[src/rtl/tick_cmp_pkg.sv]
package tick_cmp_pkg;
    parameter int TCK_W = 64;
    localparam int VAL_W = TCK_W - 1;
    localparam int FLAG_BIT = TCK_W - 1;

    typedef struct packed {
        logic [VAL_W-1:0] val;
        logic             npt;
    } cnt_state_t;

    typedef struct packed {
        logic [VAL_W-1:0] cmp;
        logic             dis;
        logic             armed;
        logic             hit;
        logic             irq;
    } cmp_state_t;
endpackage

[src/rtl/tick_count_unit.sv]
module tick_count_unit
    import tick_cmp_pkg::*;
(
    input  logic             clk,
    input  logic             rst_n,
    input  logic             adv_i,
    input  logic             load_i,
    input  logic [TCK_W-1:0] data_i,
    output logic [VAL_W-1:0] val_o,
    output logic             npt_o
);
    cnt_state_t st_d, st_q;

    always_comb begin
        st_d = st_q;
        if (load_i) begin
            st_d.val = data_i[VAL_W-1:0];
            st_d.npt = data_i[FLAG_BIT];
        end else if (adv_i) begin
            st_d.val = st_q.val + VAL_W'(1);
        end
    end

    always_ff @(posedge clk) begin
        if (!rst_n) begin
            st_q.val <= '0;
            st_q.npt <= 1'b1;
        end else begin
            st_q <= st_d;
        end
    end

    assign val_o = st_q.val;
    assign npt_o = st_q.npt;
endmodule

[src/rtl/tick_cmp_unit.sv]
module tick_cmp_unit
    import tick_cmp_pkg::*;
(
    input  logic             clk,
    input  logic             rst_n,
    input  logic             adv_i,
    input  logic             load_i,
    input  logic [TCK_W-1:0] data_i,
    input  logic [VAL_W-1:0] cnt_i,
    output logic [VAL_W-1:0] cmp_o,
    output logic             dis_o,
    output logic             hit_o,
    output logic             irq_o
);
    cmp_state_t st_d, st_q;
    logic [VAL_W-1:0] cnt_next;

    assign cnt_next = cnt_i + VAL_W'(1);

    always_comb begin
        st_d     = st_q;
        st_d.hit = 1'b0;
        st_d.irq = 1'b0;
        if (load_i) begin
            st_d.cmp   = data_i[VAL_W-1:0];
            st_d.dis   = data_i[FLAG_BIT];
            st_d.armed = |data_i[VAL_W-1:0];
        end else if (adv_i && st_q.armed && (cnt_next >= st_q.cmp)) begin
            st_d.hit   = 1'b1;
            st_d.irq   = ~st_q.dis;
            st_d.armed = 1'b0;
        end
    end

    always_ff @(posedge clk) begin
        if (!rst_n) begin
            st_q.cmp   <= '0;
            st_q.dis   <= 1'b1;
            st_q.armed <= 1'b0;
            st_q.hit   <= 1'b0;
            st_q.irq   <= 1'b0;
        end else begin
            st_q <= st_d;
        end
    end

    assign cmp_o = st_q.cmp;
    assign dis_o = st_q.dis;
    assign hit_o = st_q.hit;
    assign irq_o = st_q.irq;
endmodule

[src/rtl/tick_cmp_timer.sv]
module tick_cmp_timer
    import tick_cmp_pkg::*;
(
    input  logic             clk,
    input  logic             rst_n,
    input  logic             tick_en,
    input  logic             wr_en,
    input  logic             wr_sel,
    input  logic [TCK_W-1:0] wr_data,
    input  logic             rd_sel,
    output logic [TCK_W-1:0] rd_data,
    output logic             match_o,
    output logic             irq_set_o
);
    logic             adv;
    logic             load_cnt;
    logic             load_lim;
    logic [VAL_W-1:0] cnt_val;
    logic             npt_flag;
    logic [VAL_W-1:0] cmp_val;
    logic             dis_flag;

    assign adv      = tick_en & ~wr_en;
    assign load_cnt = wr_en & ~wr_sel;
    assign load_lim = wr_en & wr_sel;

    tick_count_unit u_cnt (
        .clk    (clk),
        .rst_n  (rst_n),
        .adv_i  (adv),
        .load_i (load_cnt),
        .data_i (wr_data),
        .val_o  (cnt_val),
        .npt_o  (npt_flag)
    );

    tick_cmp_unit u_cmp (
        .clk    (clk),
        .rst_n  (rst_n),
        .adv_i  (adv),
        .load_i (load_lim),
        .data_i (wr_data),
        .cnt_i  (cnt_val),
        .cmp_o  (cmp_val),
        .dis_o  (dis_flag),
        .hit_o  (match_o),
        .irq_o  (irq_set_o)
    );

    assign rd_data = rd_sel ? {dis_flag, cmp_val} : {npt_flag, cnt_val};
endmodule

[config.mk]
export PLATFORM = sky130hd
export DESIGN_NAME = tick_cmp_timer
export DESIGN_NICKNAME = d
export VERILOG_FILES = /design/src/rtl/tick_cmp_pkg.sv /design/src/rtl/tick_count_unit.sv /design/src/rtl/tick_cmp_unit.sv /design/src/rtl/tick_cmp_timer.sv
export SDC_FILE = /design/constraint.sdc
export NUM_CORES = 1
export LEC_CHECK = 0
export BUFFER_PORTS_ARGS = -buffer_cell sky130_fd_sc_hd__buf_2
export CAP_MARGIN = 20
export CORE_MARGIN = 8
export CORE_UTILIZATION = 55
export DETAILED_ROUTE_END_ITERATION = 16
export HOLD_SLACK_MARGIN = 0.1
export MAX_ROUTING_LAYER = met4
export PLACE_DENSITY = 0.85
export SYNTH_ARGS = -nofsm -noshare
export SYNTH_HDL_FRONTEND = slang
export SYNTH_SLANG_ARGS = --single-unit
[constraint.sdc]
create_clock -name clk -period 8.95 [get_ports clk]
set_clock_uncertainty 0.2 [all_clocks]
set_input_delay 1.3425 -clock clk [delete_from_list [all_inputs] [get_ports clk]]
set_output_delay 1.3425 -clock clk [all_outputs]
set_load 0.005 [all_outputs]
### After elaboration in Yosys (flattened, before gate mapping)

Index checks and enable logic that the tools add are counted.

* register bits: 131
* input bits: 70
* output and inout port bits: 66
* word-level logic and storage cells: 29

* add/subtract/negate cells: 1
* $lt $le $gt $ge: 1
* multiplexer cells: 5
* bitwise gates (word level): 8
* reduce and logical (&&, ||, !) cells: 7

Operator list (count)
* $mux W63: 2
* $mux W64: 1
* $add A63 B1 Y63 const B: 1
* $ge A63 B63 Y1: 1
* $reduce_or A63 Y1: 1
* $not A1 Y1: 5
* $reduce_bool A2 Y1: 2
* $and A1 B1 Y1: 3
* $mux W3: 1
* $reduce_or A3 Y1: 1
* $logic_and A1 B1 Y1: 2
* $reduce_or A2 Y1: 1
* $mux W1: 1

### Logic depth before layout (Yosys ltp)

* depth after elaboration: 6
* mapped depth: 15
* mapped depth without buffers: 14

### By module

From an unflattened synthesis, not the netlist that was laid out.

* cell total of the unflattened synthesis: 1189
* area, all modules: 10339.9 µm²

Modules (own cells, without submodules)
* tick_cmp_unit: instances 1, cells each 694, area each 5820.6 µm², seq. area each 1341.3 µm²
* tick_count_unit: instances 1, cells each 421, area each 3423.3 µm², seq. area each 1281.2 µm²
* tick_cmp_timer: instances 1, cells each 74, area each 1096.1 µm², seq. area each 0.0 µm²

### Least setup slack after synthesis

Ideal clock, no wire load.

* path type: input -> output
* from: in rd_sel
* to: out rd_data[50]
* arrival: 2569 ps
* required time: 7408 ps
* setup slack: 4839 ps
* stages on the path: 4
* path buffers: 3
* cell sequence: clkbuf_1 > buf_1 > clkbuf_1 > mux2_2

* longest elaborated chain between the ends: 1

RTL lines
* start, declared: RTL line tick_cmp_timer.sv:10 `input logic rd_sel,`
* $mux W64: RTL line tick_cmp_timer.sv:50 `assign rd_data = rd_sel ? {dis_flag, cmp_val} : {npt_flag, cnt_val};`
* end, declared: RTL line tick_cmp_timer.sv:11 `output logic [TCK_W-1:0] rd_data,`

No other way between the ends.

### Final worst setup path

* from: reg u_cnt.st_q, in the netlist u_cnt.val_o[36]
* to: reg u_cmp.st_q, in the netlist u_cmp.irq_o

* longest elaborated chain between the ends: 5

RTL lines
* start, declared: RTL line tick_count_unit.sv:12 `cnt_state_t st_d, st_q;`
* start signal, assigned: RTL line tick_count_unit.sv:29 `st_q <= st_d;`
* $add A63 B1 Y63: RTL line tick_cmp_unit.sv:18 `assign cnt_next = cnt_i + VAL_W'(1);`
* $ge A63 B63 Y1: RTL line tick_cmp_unit.sv:28 `end else if (adv_i && st_q.armed && (cnt_next >= st_q.cmp)) begin`
* $logic_and A1 B1 Y1: RTL line tick_cmp_unit.sv:28
* $not A1 Y1 (no line)
* $reduce_or A3 Y1 (no line)
* end signal, assigned: RTL line tick_cmp_unit.sv:43 `st_q <= st_d;`
* end, declared: RTL line tick_cmp_unit.sv:15 `cmp_state_t st_d, st_q;`

No other way between the ends.
A chain may end at the register's enable or synchronous reset.

==> flow_summary.yaml <==
outcome:
  status: "completed"
placement:
  dp_hpwl_um: 20400
  postPlaceCellArea_um2: 10000
  gp_congestion: 0.923
  place_worst_setup_slack_ps: 4340
  port-buffer-count: 135
sta:
  timing.fmax_mhz: 204
  fin_crit_sh_pct: 54.7
  slew_headroom_pct: 40.3
  tightestPinTransition_ps: 888
  setup_slack_ps: 4060
  setup_viol_count_final: 0
  grt_setup_unrepaired: "false"
  maxSlewViolCount: 0
  post-route-min-period_ps: 4890
  fin_setup_tns_ps: 0
  hold_viol: 0
critical_path:
  crit_top_cell: "nand4_1"
  crit_slowest_cell: "nor3_1"
  rrSetupSlack_ps: 4060
  critPathMaxFanout: 10
  cpPeakStageDelay_ps: 650
  cp.required_ps: 9060
  crit_family: "simple AND/OR/NAND/NOR gates"
  start_kind: "register"
  worstPathCellList: "nand4_1 -> nor3_1 -> nand4_1 -> nor2_1 -> nand3_1 -> xnor2_1 -> ha_1 -> nand4_1 -> nor4_1 -> and3_1 -> o31a_1 -> a21oi_1 -> a2111oi_0"
  cp.arrival_ps: 5000
  endpoint_kind: "register"
  critPathBufInv: 0
  path_class: "register to register"
yosys:
  synth_compound_gate_area_share_pct: 17.3
  synth-seq-cells: 131
  synth_top_family_by_area: "simple AND/OR/NAND/NOR gates"
  yosys-top-cells-area: "dfxtp_1 28%, nand2_1 8.6%, ha_1 8.5%, mux2_2 7.5%, a21oi_1 6.3%"
  yosysSeqAreaShare_pct: 27.7
  synth_edf_count: 0
  synth_nets: 1346
  async_flop_share_pct: 0
  synth_top_area_share_pct: 27.7
  ys_types: 79
  synthSimpleGateAreaFrac_pct: 25.0
  yosys.area_share.adder_pct: 8.46
  yosys.area.top_type: "dfxtp_1"
  syn_area_um2: 9470
  syn_area_per_cell_um2: 7.81
  synthCells: 1212
  synth_xor_xnor_area_share_pct: 5.55
  synth_warnings: 0
  synthFlopType: "dfxtp_1"
  synth_mux_area_share_pct: 8.07
floorplanning:
  core-area_um2: 17100
  start_util_pct: 55.5
  die_y_um: 147
  rows: 48
  die-area_um2: 21700
  dieWidth_um: 147
  io_pins: 136
power:
  peakVddDrop_mv: 0.149
  p_seq_share_pct: 39.4
  switchingPower_w: 0.000490
  clkPwrFrac_pct: 44.0
  p_sw_share_pct: 29.6
  power.density_nw_per_um2: 156
  p_leak_nw: 4.38
  p_int_w: 0.00117
  power_frac_comb_pct: 16.6
grt:
  grt_overflow: 0
  grt_usage_pct: 26.8
  antenna_found_initial: 1
  grt_pass1_wl_um: 46400
  grt_max_degree: 77
  grt_pass1_vias: 9071
routing:
  wl_um: 29200
  antenna_left: 0
  viasPerCell: 6.30
  drtIter0Drc: 1100
  wire_per_inst_um: 19.1
  dr_total_vias: 9630
  drc: 0
  drt_first_pass_iters: 5
cts:
  clock_sinks: 131
  htreeDepth: 4
  postCtsSetupBuffers: 0
  ctsHoldBuffers: 0
  root_buffer: "clkbuf_16"
  cts_resized: 0
  cts-buffers-inserted: 17
  cts_tree: "done"
  clk_transition_reported_paths_ps: 60
  insertion_delay_ps: 430
  clk_path_buf_depth: 2
cells_and_area:
  multi_input_area_um2: 6120
  nFillCells: 1498
  mostFrequentLayoutCells: "215 x nand2_1, 135 x buf_2, 131 x dfxtp_1, 120 x a21oi_1, 71 x inv_1"
  nNetsFinal: 1423
  layout_commonest_cell: "nand2_1"
  final_cell_area_um2: 10600
  drive_above_1_share_pct: 21.4
  syn_to_final_growth_pct: 12.4
  register_area_um2: 2620
hold_path:
  min_path_type: "register to register"
job:
  drv_cap: 0
through the flow:
step	hold slack, ps	total power (W)	std cells	util, %
after detailed placement	262	0.000933	1495	58.9
after global placement	256	0.000924	1495	58.9
after floorplan	216	0.000838	1212	-
after CTS	271	0.00166	1527	62.4
final	267	0.00166	1528	62.4
after global routing	291	0.00172	1528	62.4
final cells by class:
type	count	area share, %
inverters	72	2.55
clock inverters	14	1.67
repair buffers	144	6.98
flip-flops and latches	131	24.6
multi-input cells	923	57.5
clock buffers	18	4.03
diodes	1	0.0235
well taps	225	2.64
worst min-delay path: stages (launching register included):
cell and delay (ps):
dfxtp_1 320, nand2_1 50, a21oi_1 50
kinds of logic (layout without fill, tap and decap cells):
family          after synthesis  count (layout)
buf+inv                     158             248
xor+xnor                     60              60
simple gates                469             469
compound gates              263             263
fa+ha+maj                    64              64
other cells                   0               1
flops                       131             131
mux                          67              67
worst paths after layout:
kind | from | cells after the start | to
worst max-delay path | u_cnt.val_o[36]$_SDFFE_PN0P_ | 13 | u_cmp.irq_o$_SDFF_PP0_
worst min-delay path | u_cmp.cmp_o[48]$_SDFFE_PN0P_ | 2 | u_cmp.cmp_o[48]$_SDFFE_PN0P_
worst max register to register | u_cnt.val_o[36]$_SDFFE_PN0P_ | 13 | u_cmp.irq_o$_SDFF_PP0_
worst min register to register | u_cmp.cmp_o[48]$_SDFFE_PN0P_ | 2 | u_cmp.cmp_o[48]$_SDFFE_PN0P_
metal layers:
layer / routed length, um / part of all wire (%) / up-vias / track usage [%]
met5: 0 / 0 / - / -
met4: 854 / 2.9 / 0 / 11.9
met3: 3110 / 11 / 78 / 5.51
met2: 13400 / 46 / 570 / 41.6
met1: 11800 / 40 / 4494 / 33.0
li1: - / - / 4488 / -
state kept, by name (all words and copies together), names as in the netlist:
signal,flops
u_cmp.st_q,1
u_cmp.dis_o,1
u_cnt.npt_o,1
u_cnt.val_o,63
u_cmp.irq_o,1
u_cmp.hit_o,1
u_cmp.cmp_o,63
power groups by stage:
stage	combinational (W)	sequential [W]	clock [W]
after floorplan	0.000194	0.000644	0
after global placement	0.000259	0.000665	0
after detailed placement	0.000269	0.000664	0
after CTS	0.000271	0.000652	0.000732
after global routing	0.000302	0.000657	0.000757
final	0.000275	0.000653	0.000729
cells in the mapped netlist, types with 18 or more instances:
| master | n |
|---|---|
| a31oi_1 | 18 |
| inv_1 | 71 |
| xnor2_1 | 35 |
| a21oi_1 | 120 |
| clkbuf_1 | 50 |
| dfxtp_1 | 131 |
| nand2_1 | 216 |
| nor4_1 | 23 |
| nor2_1 | 52 |
| nor3_1 | 28 |
| xor2_1 | 25 |
| a22oi_1 | 23 |
| ha_1 | 64 |
| mux2_2 | 63 |
| nand4_1 | 34 |
| o21ai_0 | 32 |
| nand3_1 | 42 |
No activity file was read; power rests on OpenSTA's default activity.
